[src/rtl/ldma_pkg.sv]
`timescale 1ns/1ps
package ldma_pkg;
  localparam int WORD_W     = 32;
  localparam int BEAT_BYTES = 8;
  localparam int BUS_W      = BEAT_BYTES * 8;
  localparam int LEN_W      = 13;
  localparam int BEAT_SHIFT = $clog2(BEAT_BYTES);
  localparam int BEATS_W    = LEN_W - BEAT_SHIFT;
  localparam int ALIGN_BITS = 4;
  localparam int MAX_BURST  = 4;
  localparam int BURST_CW   = $clog2(MAX_BURST) + 1;

  // command word view; bit positions are part of the descriptor format
  typedef struct packed {
    logic             inc_src;
    logic             inc_trg;
    logic             flow_src;
    logic             flow_trg;
    logic [9:0]       rsvd_hi;
    logic [1:0]       burst_sel;
    logic [2:0]       rsvd_lo;
    logic [LEN_W-1:0] len;
  } cmd_t;

  typedef enum logic [3:0] {
    ST_IDLE, ST_HDR_REQ, ST_HDR_WAIT, ST_CMD_REQ, ST_CMD_WAIT,
    ST_GAP, ST_SRC_REQ, ST_SRC_WAIT, ST_DST_REQ, ST_LINK
  } state_t;
endpackage

[src/rtl/ldma_cmd_decode.sv]
`timescale 1ns/1ps
module ldma_cmd_decode
  import ldma_pkg::*;
(
  input  logic [WORD_W-1:0]   cmd_word,
  output logic [BEATS_W-1:0]  total_beats,
  output logic [BURST_CW-1:0] burst_beats,
  output logic                needs_req,
  output logic                src_step,
  output logic                trg_step
);
  cmd_t c;
  logic unused_cmd_bits;

  assign c               = cmd_t'(cmd_word);
  assign total_beats     = c.len[LEN_W-1:BEAT_SHIFT];
  assign needs_req       = c.flow_src | c.flow_trg;
  assign src_step        = c.inc_src;
  assign trg_step        = c.inc_trg;
  assign unused_cmd_bits = ^{c.rsvd_hi, c.rsvd_lo, c.len[BEAT_SHIFT-1:0]};

  always_comb begin
    case (c.burst_sel)
      2'd3:    burst_beats = BURST_CW'(MAX_BURST);
      2'd2:    burst_beats = BURST_CW'(MAX_BURST / 2);
      default: burst_beats = BURST_CW'(1);
    endcase
  end
endmodule

[src/rtl/ldma_beat_ctr.sv]
`timescale 1ns/1ps
module ldma_beat_ctr
  import ldma_pkg::*;
(
  input  logic                clk,
  input  logic                rst_n,
  input  logic                load_total,
  input  logic [BEATS_W-1:0]  total_in,
  input  logic                open_burst,
  input  logic [BURST_CW-1:0] burst_in,
  input  logic                beat_done,
  output logic                burst_last,
  output logic                chain_empty
);
  logic [BEATS_W-1:0]  beats_q;
  logic [BURST_CW-1:0] burst_q;

  always_ff @(posedge clk) begin
    if (!rst_n) begin
      beats_q <= '0;
      burst_q <= '0;
    end else if (load_total) begin
      beats_q <= total_in;
      burst_q <= '0;
    end else if (open_burst) begin
      burst_q <= (beats_q < BEATS_W'(burst_in)) ? BURST_CW'(beats_q) : burst_in;
    end else if (beat_done) begin
      beats_q <= beats_q - 1'b1;
      burst_q <= burst_q - 1'b1;
    end
  end

  assign burst_last  = (burst_q == BURST_CW'(1));
  assign chain_empty = (beats_q == '0);

  // a beat may only complete while both counts still hold work
  assert_no_underflow_R5: assert property (@(posedge clk) disable iff (!rst_n)
    beat_done |-> (beats_q != '0) && (burst_q != '0));

  // an opened burst never exceeds the selected size
  assert_burst_size_R7: assert property (@(posedge clk) disable iff (!rst_n)
    $past(open_burst) |-> (burst_q <= $past(burst_in)) && (burst_q != '0));
endmodule

[src/rtl/ldma_addr_gen.sv]
`timescale 1ns/1ps
module ldma_addr_gen
  import ldma_pkg::*;
#(
  parameter int STEP = BEAT_BYTES
) (
  input  logic              clk,
  input  logic              rst_n,
  input  logic              load,
  input  logic [WORD_W-1:0] load_val,
  input  logic              step_en,
  input  logic              inc,
  output logic [WORD_W-1:0] addr
);
  always_ff @(posedge clk) begin
    if (!rst_n)                addr <= '0;
    else if (load)             addr <= load_val;
    else if (step_en && inc)   addr <= addr + WORD_W'(STEP);
  end

  assert_fixed_addr_R4: assert property (@(posedge clk) disable iff (!rst_n)
    (step_en && !inc && !load) |=> $stable(addr));
endmodule

[src/rtl/ldma_channel.sv]
`timescale 1ns/1ps
module ldma_channel
  import ldma_pkg::*;
(
  input  logic              clk,
  input  logic              rst_n,
  input  logic              start_i,
  input  logic [WORD_W-1:0] first_desc_i,
  input  logic              periph_req_i,
  output logic              busy_o,
  output logic              done_o,
  output logic              rd_valid_o,
  output logic [WORD_W-1:0] rd_addr_o,
  input  logic              rd_ready_i,
  input  logic              rd_rvalid_i,
  input  logic [BUS_W-1:0]  rd_rdata_i,
  output logic              wr_valid_o,
  output logic [WORD_W-1:0] wr_addr_o,
  output logic [BUS_W-1:0]  wr_data_o,
  input  logic              wr_ready_i
);
  localparam int PTR_W = WORD_W - ALIGN_BITS;
  localparam int N_PTR = 2; // 0 = source, 1 = target

  state_t                  state_q;
  logic [PTR_W-1:0]        desc_q;
  logic [WORD_W-1:0]       link_q;
  logic [WORD_W-1:0]       cmd_q;
  logic [BUS_W-1:0]        buf_q;
  logic                    done_q;

  logic [WORD_W-1:0]       cmd_src;
  logic [BEATS_W-1:0]      total_beats;
  logic [BURST_CW-1:0]     burst_beats;
  logic                    needs_req, src_step, trg_step;
  logic                    cmd_arrive, hdr_arrive, open_burst, beat_done;
  logic                    burst_last, chain_empty;
  logic [WORD_W-1:0]       ptr_addr [N_PTR];
  logic [N_PTR-1:0]        ptr_load, ptr_inc;
  logic [WORD_W-1:0]       ptr_val  [N_PTR];
  logic                    unused_low;

  assign hdr_arrive = (state_q == ST_HDR_WAIT) && rd_rvalid_i;
  assign cmd_arrive = (state_q == ST_CMD_WAIT) && rd_rvalid_i;
  assign cmd_src    = cmd_arrive ? rd_rdata_i[BUS_W-1:WORD_W] : cmd_q;
  assign open_burst = (state_q == ST_GAP) && !chain_empty && (!needs_req || periph_req_i);
  assign beat_done  = (state_q == ST_DST_REQ) && wr_ready_i;
  assign unused_low = ^{link_q[ALIGN_BITS-1:1], first_desc_i[ALIGN_BITS-1:0]};

  ldma_cmd_decode u_dec (
    .cmd_word(cmd_src), .total_beats(total_beats), .burst_beats(burst_beats),
    .needs_req(needs_req), .src_step(src_step), .trg_step(trg_step)
  );

  ldma_beat_ctr u_beats (
    .clk(clk), .rst_n(rst_n), .load_total(cmd_arrive), .total_in(total_beats),
    .open_burst(open_burst), .burst_in(burst_beats), .beat_done(beat_done),
    .burst_last(burst_last), .chain_empty(chain_empty)
  );

  assign ptr_load = {cmd_arrive, hdr_arrive};
  assign ptr_inc  = {trg_step, src_step};
  assign ptr_val[0] = rd_rdata_i[BUS_W-1:WORD_W];
  assign ptr_val[1] = rd_rdata_i[WORD_W-1:0];

  for (genvar g = 0; g < N_PTR; g++) begin : g_ptr
    ldma_addr_gen u_ptr (
      .clk(clk), .rst_n(rst_n), .load(ptr_load[g]), .load_val(ptr_val[g]),
      .step_en(beat_done), .inc(ptr_inc[g]), .addr(ptr_addr[g])
    );
  end

  always_ff @(posedge clk) begin
    if (!rst_n) begin
      state_q <= ST_IDLE;
      desc_q  <= '0;
      link_q  <= '0;
      cmd_q   <= '0;
      buf_q   <= '0;
      done_q  <= 1'b0;
    end else begin
      case (state_q)
        ST_IDLE: if (start_i) begin
          desc_q  <= first_desc_i[WORD_W-1:ALIGN_BITS];
          done_q  <= 1'b0;
          state_q <= ST_HDR_REQ;
        end
        ST_HDR_REQ:  if (rd_ready_i) state_q <= ST_HDR_WAIT;
        ST_HDR_WAIT: if (rd_rvalid_i) begin
          link_q  <= rd_rdata_i[WORD_W-1:0];
          state_q <= ST_CMD_REQ;
        end
        ST_CMD_REQ:  if (rd_ready_i) state_q <= ST_CMD_WAIT;
        ST_CMD_WAIT: if (rd_rvalid_i) begin
          cmd_q   <= rd_rdata_i[BUS_W-1:WORD_W];
          state_q <= ST_GAP;
        end
        ST_GAP: begin
          if (chain_empty)     state_q <= ST_LINK;
          else if (open_burst) state_q <= ST_SRC_REQ;
        end
        ST_SRC_REQ:  if (rd_ready_i) state_q <= ST_SRC_WAIT;
        ST_SRC_WAIT: if (rd_rvalid_i) begin
          buf_q   <= rd_rdata_i;
          state_q <= ST_DST_REQ;
        end
        ST_DST_REQ:  if (wr_ready_i) state_q <= burst_last ? ST_GAP : ST_SRC_REQ;
        ST_LINK: begin
          if (link_q[0]) begin
            done_q  <= 1'b1;
            state_q <= ST_IDLE;
          end else begin
            desc_q  <= link_q[WORD_W-1:ALIGN_BITS];
            state_q <= ST_HDR_REQ;
          end
        end
        default: state_q <= ST_IDLE;
      endcase
    end
  end

  always_comb begin
    rd_addr_o = ptr_addr[0];
    if (state_q == ST_HDR_REQ)      rd_addr_o = {desc_q, ALIGN_BITS'(0)};
    else if (state_q == ST_CMD_REQ) rd_addr_o = {desc_q, ALIGN_BITS'(BEAT_BYTES)};
  end

  assign rd_valid_o = (state_q == ST_HDR_REQ) || (state_q == ST_CMD_REQ) || (state_q == ST_SRC_REQ);
  assign wr_valid_o = (state_q == ST_DST_REQ);
  assign wr_addr_o  = ptr_addr[1];
  assign wr_data_o  = buf_q;
  assign busy_o     = (state_q != ST_IDLE);
  assign done_o     = done_q;

  assert_rd_hold_R10: assert property (@(posedge clk) disable iff (!rst_n)
    (rd_valid_o && !rd_ready_i) |=> rd_valid_o && $stable(rd_addr_o));

  assert_wr_hold_R10: assert property (@(posedge clk) disable iff (!rst_n)
    (wr_valid_o && !wr_ready_i) |=> wr_valid_o && $stable(wr_addr_o) && $stable(wr_data_o));

  assert_req_gate_R6: assert property (@(posedge clk) disable iff (!rst_n)
    (state_q == ST_SRC_REQ && $past(state_q) == ST_GAP && needs_req) |-> $past(periph_req_i));

  assert_done_idle_R9: assert property (@(posedge clk) disable iff (!rst_n)
    done_o |-> !busy_o);

  assert_fetch_align_R2: assert property (@(posedge clk) disable iff (!rst_n)
    (rd_valid_o && state_q != ST_SRC_REQ) |-> (rd_addr_o[BEAT_SHIFT-1:0] == '0));
endmodule

[config.mk]
export PLATFORM = sky130hd
export DESIGN_NAME = ldma_channel
export DESIGN_NICKNAME = d
export VERILOG_FILES = /design/src/rtl/ldma_pkg.sv /design/src/rtl/ldma_cmd_decode.sv /design/src/rtl/ldma_beat_ctr.sv /design/src/rtl/ldma_addr_gen.sv /design/src/rtl/ldma_channel.sv
export SDC_FILE = /design/constraint.sdc
export NUM_CORES = 1
export LEC_CHECK = 0
export CAP_MARGIN = 20
export CORE_ASPECT_RATIO = 1.25
export CORE_MARGIN = 2
export CORE_UTILIZATION = 50
export CTS_BUF_LIST = sky130_fd_sc_hd__clkbuf_4
export DETAILED_ROUTE_END_ITERATION = 10
export DONT_BUFFER_PORTS = 1
export PLACE_DENSITY = 0.72
export SKIP_LAST_GASP = 1
export SYNTH_ARGS = -nofsm -noshare
export SYNTH_HDL_FRONTEND = slang
export SYNTH_SLANG_ARGS = --single-unit
[constraint.sdc]
create_clock -name clk -period 4.1 [get_ports clk]
set_input_delay 0.41 -clock clk [delete_from_list [all_inputs] [get_ports clk]]
set_output_delay 0.41 -clock clk [all_outputs]
set_load 0.03 [all_outputs]
Word-level counts from Yosys, hierarchy flattened
Index checks and enable logic that the tools add are counted.
Word-level totals
  bits in registers: 238
  latch bits: 0
  RAM bits: 0
  memory bits (read-only): 0
  bits of input ports: 103
  output and inout port bits: 132
  memories: 0
Operators by class
  add/subtract/negate cells: 4
  $mul: 0
  div/mod/pow operators: 0
  $lt $le $gt $ge: 1
  equality and inequality tests: 24
  shifts and indexed selects: 0
  muxes and demuxes: 33
  bitwise gates (word level): 2
  reduce and logical (&&, ||, !) cells: 28
Operator list (number)
  32-bit two-way mux: 7
  32-bit by 4-bit adder with 32-bit output (second input constant): 2
  28-bit two-way mux: 2
  28-bit one-hot mux with 2 select lines: 1
  4-bit two-way mux: 10
  4-bit one-hot mux with 10 select lines: 1
  10-bit two-way mux: 3
  2-bit inequality test (second input constant): 10
  4-bit by 3-bit == test with 1-bit output (second input constant): 4
  10-bit zero test: 1
  10-bit by 3-bit < comparator with 1-bit output: 1
  2-bit nonzero test: 5
  10-bit by 1-bit subtractor with 10-bit output (second input constant): 1
  3-bit two-way mux: 3
  9-bit AND reduction: 1
  4-bit by 2-bit == test with 1-bit output (second input constant): 2
  4-bit == test (second input constant): 2
  2-bit AND reduction: 4
  1-bit logical AND: 7
  3-bit one-hot mux with 2 select lines: 1
  3-bit AND reduction: 2
  2-bit == test (second input constant): 2
  4-bit by 1-bit == test with 1-bit output (second input constant): 1
  4-bit zero test: 1
  13 further kinds: 18

Longest topological paths before layout
Gate-level depths: netlist of run 1.
  depth in word-level cells: 10
  depth in mapped cells: 12
  gate-level depth less buffers: 10

Cells and area by module
From an unflattened synthesis of run 1, not the netlist that was laid out.
Second synthesis, totals
  cell total of the unflattened synthesis: 1308
  area total of the unflattened synthesis: 11544.8 sq um
Modules (own cells, without submodules)
  ldma_channel: times used 1, cells each 740, area an instance 6804.0 sq um, seq. area each 3163.0 sq um
  ldma_addr_gen: times used 2, cells each 225, area an instance 1875.5 sq um, seq. area each 640.6 sq um
  ldma_beat_ctr: times used 1, cells each 102, area an instance 873.3 sq um, seq. area each 260.2 sq um
  ldma_cmd_decode: times used 1, cells each 16, area an instance 116.4 sq um, seq. area each 0.0 sq um

Worst setup path before layout of run 1
No wires, ideal clock.
  kind: register to register
  from: register state_q[3]
  to: register u_beats.burst_q[1]
  setup time: 127 ps
  data arrival time: 2894 ps
  setup slack: 1079 ps
  stages on the path, launching flop included: 12
  buffers on the path: 2
  clock period less this slack: 3021 ps
  path through: dfxtp_1 buf_2 or4b_2 nor2_1 clkbuf_1 a31oi_1 ha_1 nor3_1 nand4b_1 o31ai_1 or3_1 nand3_1
On the way
  longest elaborated chain between the ends: 8
RTL lines
  start: declaration: line ldma_channel.sv:25  | state_t state_q;
  start signal: assignment: line ldma_channel.sv:107  | ST_DST_REQ: if (wr_ready_i) state_q <= burst_last ? ST_GAP : ST_SRC_REQ;
  4-bit by 3-bit == test with 1-bit output: line ldma_channel.sv:44  | assign cmd_arrive = (state_q == ST_CMD_WAIT) && rd_rvalid_i;
  1-bit logical AND: line ldma_channel.sv:44
  32-bit two-way mux: line ldma_channel.sv:45  | assign cmd_src = cmd_arrive ? rd_rdata_i[BUS_W-1:WORD_W] : cmd_q;
  2-bit == test / 1-bit OR (equally long branches): line ldma_cmd_decode.sv:23, ldma_cmd_decode.sv:17
  3-bit one-hot mux with 2 select lines / 1-bit zero test (equally long branches): line ldma_cmd_decode.sv:23, ldma_channel.sv:46
  10-bit by 3-bit < comparator with 1-bit output / 1-bit logical OR (equally long branches): line ldma_beat_ctr.sv:26, ldma_channel.sv:46
  3-bit two-way mux / 1-bit logical AND (equally long branches): line ldma_beat_ctr.sv:26, ldma_channel.sv:46
  3-bit two-way mux / 2-bit nonzero test (equally long branches)
  end signal: assignment: line ldma_beat_ctr.sv:26  | burst_q <= (beats_q < BEATS_W'(burst_in)) ? BURST_CW'(beats_q) : burst_in;
  end signal: assignment: line ldma_beat_ctr.sv:29  | burst_q <= burst_q - 1'b1;
  end: declaration: line ldma_beat_ctr.sv:16  | logic [BURST_CW-1:0] burst_q;
Parallel ways exist; a longest one is shown, timed or not.
A chain may end at the register's enable or synchronous reset.

Worst setup path after layout of run 1
  from: register state_q[2]
  to: register u_beats.burst_q[1]
The elaborated chain is that of the path after synthesis.

==> results.yml, run 1 <==
floorplanning:
  num_rows: 57
  coreArea_mm2: 0.0195
  dieArea_mm2: 0.0211
  fp.dieW_um: 130
  dieHeight_um: 162
  initial_core_util: 0.511
  pin_count: 235
logic_synthesis:
  netlist_area_mm2: 0.00996
  postSynthAreaPerCell_um2: 7.95
  synth_fa_ha_area_frac: 0.00880
  synth_compound_area_frac: 0.203
  yosys_warnings: 0
  synth.area.mux_share: 0.0670
  synth_simple_gate_area_share: 0.235
  synthDistinctLibCells: 69
  async_reset_ff_frac: 0
  synth_xor_area_frac: 0.0176
  seq_area_frac_synth: 0.420
  syn-num-nets: 1362
  synth_edf_count: 0
  synth_top_family_by_area: "simple AND/OR/NAND/NOR gates"
  synth-main-ff-cell: "dfxtp_1"
  postSynthCellCount: 1252
  yosys_register_bits: 209
timing:
  finClkSkew_ns: 0.0421
  tns_ns: 0
  post-route-min-period_ns: 3.14
  max_freq_mhz: 318
  fin_crit_sh: 0.766
  hold_viol: 0
  drv_slew: 0
  tightest_slew_ns: 1.18
  setup_violations: 0
  rsz0062_at_grt: "false"
  slew_headroom: 0.212
clock_network:
  clk_path_buf_depth: 3
  clock_latency_ns: 0.69
  cts.repair.resized: 0
  htreeDepth: 2
  clk_pin_slew_ns: 0.07
  cts_sinks: 209
  cts_tree: "yes"
  root_buffer: "clkbuf_4"
  cts_buffers: 54
route:
  drt_iter0_drc: 723
  drt-total-wl_um: 33200
  drtPass1Iterations: 5
  route.met2.wl_um: 15900
  wl_met3_um: 2860
  routedWlPerCell_um: 20.5
  highest_layer: "met4"
  ant_nets: 0
  vias_per_cell: 6.07
  wl_met1_um: 12500
  drcViolationCount: 0
  vias: 9839
worst_hold_path:
  whs_path_depth: 4
  hold_path.class: "in2reg"
grt:
  grt_pass1_wl_um: 51100
  overflow: 0
  antenna_found_initial: 2
  grt_max_degree: 120
  grt_pass1_vias: 9491
  track_usage: 0.308
finish:
  nets: 1433
  register_area_mm2: 0.00418
  n_fill_cell: 1746
  multi_input_area_mm2: 0.00534
  instances_no_fill: 1622
  drive_above_1_share: 0.102
  syn_to_final_growth_pct: 16.8
  final_util: 0.598
worst_setup_path:
  cp.required_ns: 4.66
  rr_worst_depth: 10
  crit_fanout: 12
  crit_type: "reg2reg"
  start_kind: "register"
  critPathArrivalTime_ns: 3.70
  end_kind: "register"
flow_run:
  maxCapViolations: 0
placed_design:
  dp_hpwl_um: 22100
  place_inst: 1444
  numPortBuffers: 0
  place_congestion: 0.937
status:
  outcome: "finished clean"
power_and_ir_drop:
  ir_worst_vdd_v: 0.000212
  p_leak_uw: 0.00379
  power_density_mw_per_mm2: 431
per-stage QoR:
step / power (µW) / setup WS (ns) / cell area, µm² / hold slack, ns
CTS: 5020 / 1.01 / 11600 / 0.000134
global route: 5240 / 0.717 / 11600 / 0.0207
detailed placement: 3270 / 0.983 / 10100 / 0.446
global placement: 3250 / 1.07 / 10100 / 0.441
finish: 5020 / 0.958 / 11600 / 0.0361
floorplan: 3060 / 1.08 / 9960 / 0.432
routing by layer:
layer | global-route usage | vias to the layer above
li1 | - | 4663
met1 | 0.354 | 4567
met2 | 0.512 | 477
met3 | 0.0860 | 132
met4 | 0.171 | 0
met5 | 0 | -
layout by cell type, fill, tap and decap left out, types with 22 or more instances in the layout:
master / count
clkbuf_4: 70
mux2_2: 24
a31oi_1: 27
a21oi_1: 134
buf_4: 23
dfxtp_1: 209
nand2_1: 285
dlygate4sd3_1: 87
nor2_1: 72
mux2i_1: 37
nand3_1: 27
a211oi_1: 41
o21ai_0: 30
inv_1: 22
state kept, by name, indices dropped and copies added, names as in the netlist:
| name | cells |
|---|---|
| cmd_q | 6 |
| u_beats.beats_q | 10 |
| state_q | 4 |
| desc_q | 28 |
| link_q | 29 |
| wr_data_o | 64 |
| g_ptr.u_ptr.addr | 64 |
| u_beats.burst_q | 3 |
| done_o | 1 |
worst paths after layout:
path                                                          start                                   to  slack (ns)
worst max-delay path                        state_q[2]$_SDFFE_PN0P_      u_beats.burst_q[1]$_SDFFE_PP0P_        0.96
worst min-delay path                                     wr_ready_i      u_beats.burst_q[2]$_SDFFE_PP0P_        0.04
worst max register to register              state_q[2]$_SDFFE_PN0P_      u_beats.burst_q[1]$_SDFFE_PP0P_        0.96
worst min register to register  g_ptr[0].u_ptr.addr[0]$_SDFFE_PN0P_  g_ptr[0].u_ptr.addr[0]$_SDFFE_PN0P_        0.45
cell type report:
type	count	area share
diodes	2	0.000430
clock buffers	70	0.0452
clock inverters	18	0.00710
inverters	24	0.00860
multi-input cells	923	0.459
flip-flops and latches	209	0.360
well taps	265	0.0285
repair buffers	111	0.0914
worst max-delay path, cell delays in order (launching register included):
cell,delay [ns]
dfxtp_1,0.58
nor4b_2,0.62
nand2_1,0.38
nor3b_1,0.27
a31oi_1,0.06
ha_1,0.22
nor2_1,0.10
nand4b_1,0.11
o31ai_1,0.43
or3_1,0.19
nand3_1,0.08
power breakdown:
part | internal (µW) | switching [µW]
logic | 364 | 637
clock network | 794 | 866
registers | 2180 | 179
timing repair:
action,4_1_cts,5_1_grt
setup buffers,0,0
hold endpoints to repair,195,1
hold buffers,86,1
logic make-up (layout without fill, tap and decap cells):
logic type               Yosys count  after routing
AO/OA/AOI/OAI                    320            320
XOR/XNOR                          20             20
adder cells (fa/ha/maj)            7              7
buffers and inverters            120            223
flip-flops                       209            209
multiplexers                      62             62
other                              0              2
AND/OR/NAND/NOR                  514            514
cell usage after synthesis (5+ instances only):
| cell | number | area, µm² |
|---|---|---|
| nand2_1 | 285 | 1070 |
| dfxtp_1 | 209 | 4180 |
| a21oi_1 | 134 | 671 |
| clkbuf_1 | 83 | 312 |
| nor2_1 | 73 | 274 |
| a211oi_1 | 41 | 308 |
| mux2i_1 | 37 | 370 |
| o21ai_0 | 31 | 155 |
| nand3_1 | 28 | 140 |
| a31oi_1 | 27 | 169 |
| mux2_2 | 24 | 270 |
| inv_1 | 22 | 82.6 |
| nand4_1 | 19 | 119 |
| xnor2_1 | 17 | 149 |
| nor3_1 | 16 | 80.1 |
| or3_1 | 14 | 87.6 |
| or4_1 | 14 | 105 |
| and3_1 | 12 | 75.1 |
| buf_2 | 10 | 50.1 |
| nor2b_1 | 10 | 62.6 |
| a2111oi_0 | 9 | 78.8 |
| o211ai_1 | 9 | 67.6 |
| o311ai_0 | 9 | 78.8 |
| and2_1 | 8 | 50.1 |
| nor4_1 | 8 | 50.1 |
| a221oi_1 | 7 | 61.3 |
| ha_1 | 7 | 87.6 |
| and4_1 | 6 | 52.6 |
| o21a_1 | 6 | 45.0 |
| a22oi_1 | 5 | 37.5 |
| a32oi_1 | 5 | 43.8 |
No activity file was read; power rests on OpenSTA's default activity.
==> run 2, diff against run 1 <==
clock period = 3.2 ns   (was 4.1 ns; I/O delays follow)
==> results.yml, run 2 (synthesis gave the netlist of run 1 again) <==
route:
  vias: 10000
  vias_per_cell: 6.08
  drt_iter0_drc: 678
  drtPass1Iterations: 5
  drt-total-wl_um: 33900
  ant_nets: 0
  drcViolationCount: 0
  routedWlPerCell_um: 20.6
timing:
  hold_viol: 0
  tightest_slew_ns: 1.19
  post-route-min-period_ns: 2.83
  setup_violations: 0
  fin_crit_sh: 0.883
  slew_headroom: 0.207
  drv_slew: 0
  rsz0062_at_grt: "false"
  tns_ns: 0
  finClkSkew_ns: 0.0696
  max_freq_mhz: 354
grt:
  overflow: 0
  grt_max_degree: 78
  antenna_found_initial: 4
  grt_pass1_vias: 9786
  track_usage: 0.314
  grt_pass1_wl_um: 52100
finish:
  n_fill_cell: 1711
  syn_to_final_growth_pct: 19.1
  final_util: 0.609
  final_common_cell: "nand2_1"
  drive_above_1_share: 0.115
  mostFrequentLayoutCells: "285 x nand2_1, 209 x dfxtp_1, 134 x a21oi_1"
  nets: 1455
  instances_no_fill: 1646
power_and_ir_drop:
  p_sw_frac: 0.332
  power_density_mw_per_mm2: 548
  combinationalPowerShare: 0.207
  p_sw_uw: 2150
  seq_power_share: 0.461
  power_frac_clock: 0.332
  ir_worst_vdd_v: 0.000300
  p_leak_uw: 0.00392
  internal_power_uw: 4340
worst_setup_path:
  crit_fanout: 12
  start_kind: "register"
  end_kind: "register"
  critPathArrivalTime_ns: 3.36
  crit_type: "reg2reg"
  cp.required_ns: 3.73
floorplanning:
  dieHeight_um: 162
  initial_core_util: 0.511
  pin_count: 235
  fp.dieW_um: 130
  coreArea_mm2: 0.0195
  num_rows: 57
  dieArea_mm2: 0.0211
placed_design:
  numPortBuffers: 0
  dp_hpwl_um: 22400
  place_congestion: 0.923
  place_inst: 1461
clock_network:
  cts_sinks: 209
  clock_latency_ns: 0.69
  clk_pin_slew_ns: 0.07
  clk_path_buf_depth: 3
  root_buffer: "clkbuf_4"
  cts_buffers: 53
  cts_tree: "yes"
  htreeDepth: 2
  cts.repair.resized: 0
worst_hold_path:
  hold_path.class: "in2reg"
flow_run:
  maxCapViolations: 0
status:
  outcome: "finished clean"
## run 2: cell types whose count changed in the layout (fill, tap and decap cells not counted)
cell           before  now
buf_4              23   38
clkinv_4            1    2
clkbuf_4           70   74
clkinv_1           13    8
clkinvlp_4          2    1
diode_2             2    4
buf_12              1    2
dlygate4sd3_1      87   94
## run 2: worst paths after layout
path / start / slack, ns / depth (start not counted) / to
min reg2reg: g_ptr[0].u_ptr.addr[1]$_SDFFE_PN0P_ / 0.45 / 2 / g_ptr[0].u_ptr.addr[1]$_SDFFE_PN0P_
max: state_q[3]$_SDFFE_PN0P_ / 0.37 / 9 / u_beats.burst_q[1]$_SDFFE_PP0P_
min: rst_n / 0.06 / 2 / wr_data_o[22]$_SDFFE_PN0P_
max reg2reg: state_q[3]$_SDFFE_PN0P_ / 0.37 / 9 / u_beats.burst_q[1]$_SDFFE_PP0P_
## run 2: layer usage
| metal | part of all wire | track usage | vias up |
|---|---|---|---|
| met5 | 0 | 0 | - |
| met4 | 0.050 | 0.159 | 0 |
| met3 | 0.080 | 0.0860 | 127 |
| met2 | 0.49 | 0.538 | 445 |
| met1 | 0.38 | 0.354 | 4739 |
| li1 | - | - | 4701 |
## run 2: worst max-delay path: stages (launching register included)
cell and delay, ns:
dfxtp_1 0.43, or4b_2 0.80, nor2_4 0.12, a31oi_1 0.09
ha_1 0.18, nor3_1 0.27, nand4b_1 0.14, o31ai_1 0.43
or3_1 0.19, nand3_1 0.07
## run 2: repair_timing
action | in CTS | in global routing
hold buffers | 94 | 0
endpoints found under the hold margin | 203 | 0
buffers inserted | 0 | 0
## run 2: final cells by class
| cell class | instances | area, µm² | share of cell area |
|---|---|---|---|
| repair buffers | 134 | 1270 | 0.107 |
| diodes | 4 | 10.0 | 0.000844 |
| clock buffers | 74 | 556 | 0.0469 |
| inverters | 24 | 100 | 0.00844 |
| multi-input cells | 923 | 5340 | 0.451 |
| clock inverters | 13 | 65.1 | 0.00549 |
| well taps | 265 | 332 | 0.0280 |
| flip-flops and latches | 209 | 4180 | 0.353 |
## run 2: power by group through the flow
stage / logic [µW] / clock network (µW) / registers [µW]
final: 1350 / 2160 / 2990
after global routing: 1450 / 2330 / 3020
after CTS: 1330 / 2180 / 2980
after detailed placement: 1180 / 0 / 3040
after global placement: 1160 / 0 / 3030
after floorplan: 954 / 0 / 2970
## run 2: through the flow
step / hold slack, ns / setup WS (ns) / area (µm²) / power, µW
floorplan: 0.432 / 0.179 / 9960 / 3920
global placement: 0.438 / 0.451 / 10300 / 4200
detailed placement: 0.444 / 0.366 / 10300 / 4220
CTS: 0.0145 / 0.374 / 11800 / 6500
global route: 0.0261 / 0.186 / 11900 / 6790
finish: 0.0582 / 0.374 / 11900 / 6500
==> run 3, diff against run 2 <==
CORE_MARGIN = 1   (was 2)
==> results.yml, run 3 (synthesis gave the netlist of run 1 again) <==
status:
  outcome: "finished clean"
worst_setup_path:
  crit_type: "reg2reg"
  cp.required_ns: 3.78
  r2r-end: "g_ptr[0].u_ptr.addr[14]$_SDFFE_PN0P_"
  critPathArrivalTime_ns: 3.66
  critical_path.max_stage_delay_ns: 0.69
  crit_chain: "or4b_1 > clkinv_4 > nand2_2 > a211o_1 > o211a_1 > o21a_1 > dlygate4sd3_1"
  end_kind: "register"
  start_kind: "register"
  rr_worst_depth: 7
  rr_startpoint: "state_q[0]$_SDFFE_PN0P_"
  crit_fanout: 19
  slowest_stage: "or4b_1"
  r2r_slack_ns: 0.12
grt:
  met1_usage: 0.374
  antenna_found_initial: 2
  track_usage: 0.320
  grt_use_met2: 0.538
  grt_max_degree: 64
  busiest_layer: "met2"
  overflow: 0
  grt_pass1_vias: 9391
  grt_pass1_wl_um: 51200
  met3_usage: 0.0858
timing:
  whs_ns: 0.0535
  drv_slew: 0
  fin_crit_sh: 0.963
  tns_ns: 0
  post-route-min-period_ns: 3.08
  slew_headroom: 0.482
  rsz0062_at_grt: "false"
  max_freq_mhz: 324
  hold_viol: 0
  finClkSkew_ns: 0.0575
  setup_violations: 0
  tightest_slew_ns: 0.776
floorplanning:
  dieHeight_um: 160
  coreArea_mm2: 0.0195
  dieArea_mm2: 0.0205
  fp.dieW_um: 128
  initial_core_util: 0.511
  pin_count: 235
  num_rows: 57
finish:
  n_fill_cell: 1753
  mostFrequentLayoutCells: "285 x nand2_1, 208 x dfxtp_1, 134 x a21oi_1"
  nets: 1453
  syn_to_final_growth_pct: 18.7
  final_common_cell: "nand2_1"
  drive_above_1_share: 0.110
  fin_area_mm2: 0.0118
route:
  routedWlPerCell_um: 20.2
  drt_iter0_drc: 725
  vias: 9832
  drcViolationCount: 0
  drt-total-wl_um: 33100
  vias_per_cell: 6.00
  drtPass1Iterations: 5
  ant_nets: 0
clock_network:
  root_buffer: "clkbuf_4"
  htreeDepth: 2
  clk_path_buf_depth: 3
  clk_pin_slew_ns: 0.07
  cts_sinks: 209
  postCtsSetupBuffers: 0
  cts_tree: "yes"
  clock_latency_ns: 0.69
  cts_buffers: 53
power_and_ir_drop:
  p_sw_frac: 0.331
  power_frac_clock: 0.334
  p_sw_uw: 2150
  p_leak_uw: 0.00390
  combinationalPowerShare: 0.207
  ir_worst_vdd_v: 0.000279
  internal_power_uw: 4340
  seq_power_share: 0.460
  power_density_mw_per_mm2: 550
placed_design:
  dp_hpwl_um: 22100
  placedInstanceArea_mm2: 0.0102
  numPortBuffers: 0
  place_congestion: 0.949
worst_hold_path:
  min_from: "wr_ready_i"
  whs_path_depth: 4
  hold_end: "u_beats.beats_q[7]$_SDFFE_PN0P_"
  hold_path.class: "in2reg"
flow_run:
  maxCapViolations: 0
## run 3: final cells by class
class / count / area (µm²) / area share
repair buffers: 132 / 1240 / 0.105
clock buffers: 69 / 518 / 0.0438
well taps: 265 / 332 / 0.0281
diodes: 2 / 5.00 / 0.000423
flip-flops and latches: 209 / 4190 / 0.354
multi-input cells: 923 / 5340 / 0.452
inverters: 24 / 100 / 0.00847
clock inverters: 14 / 91.3 / 0.00773
## run 3: worst max-delay path by stage
| stage | start | endpoint | slack, ns | cells past startpoint |
|---|---|---|---|---|
| 2_1_floorplan | state_q[3]$_SDFFE_PN0P_ | u_beats.burst_q[1]$_SDFFE_PP0P_ | 0.18 | 11 |
| 3_3_place_gp | state_q[3]$_SDFFE_PN0P_ | g_ptr[0].u_ptr.addr[28]$_SDFFE_PN0P_ | 0.45 | 6 |
| 3_5_place_dp | state_q[3]$_SDFFE_PN0P_ | u_beats.burst_q[2]$_SDFFE_PP0P_ | 0.41 | 9 |
| 4_1_cts | state_q[3]$_SDFFE_PN0P_ | g_ptr[0].u_ptr.addr[14]$_SDFFE_PN0P_ | 0.06 | 7 |
| 5_1_grt | state_q[0]$_SDFFE_PN0P_ | g_ptr[0].u_ptr.addr[14]$_SDFFE_PN0P_ | 0.02 | 7 |
| 6_report | state_q[0]$_SDFFE_PN0P_ | g_ptr[0].u_ptr.addr[14]$_SDFFE_PN0P_ | 0.12 | 7 |
## run 3: worst max-delay path, delay by kind of cell (launching register included)
kind,cells,cell delay (ns)
AOI/OAI and AO/OA,3,0.85
and+or+nand+nor,2,0.97
DFF,1,0.41
buffers and inverters,2,0.77
## run 3: through the flow
stage                     utilization  power (µW)  worst slack, ns  cells
after global placement          0.525        4190            0.450   1456
after floorplan                     -        3920            0.179   1252
final                           0.607        6500            0.117   1638
after global routing            0.607        6820           0.0203   1638
after detailed placement        0.525        4210            0.405   1456
after CTS                       0.607        6510           0.0597   1636
## run 3: repair_timing
item                                    CTS  global route
endpoints found under the setup margin    0             1
gates resized for setup                   0             1
endpoints found under the hold margin   205             0
hold buffers                             97             0
## run 3: power groups by stage
| stage | combinational [µW] | sequential, µW | clock, µW |
|---|---|---|---|
| CTS | 1330 | 2980 | 2200 |
| global route | 1450 | 3010 | 2360 |
| finish | 1340 | 2990 | 2170 |
| floorplan | 954 | 2970 | 0 |
| detailed placement | 1170 | 3030 | 0 |
| global placement | 1160 | 3030 | 0 |
## run 3: routing by layer
layer / up-vias / part of all wire
li1: 4688 / -
met1: 4624 / 0.38
met2: 430 / 0.49
met3: 90 / 0.083
met4: 0 / 0.042
met5: - / 0
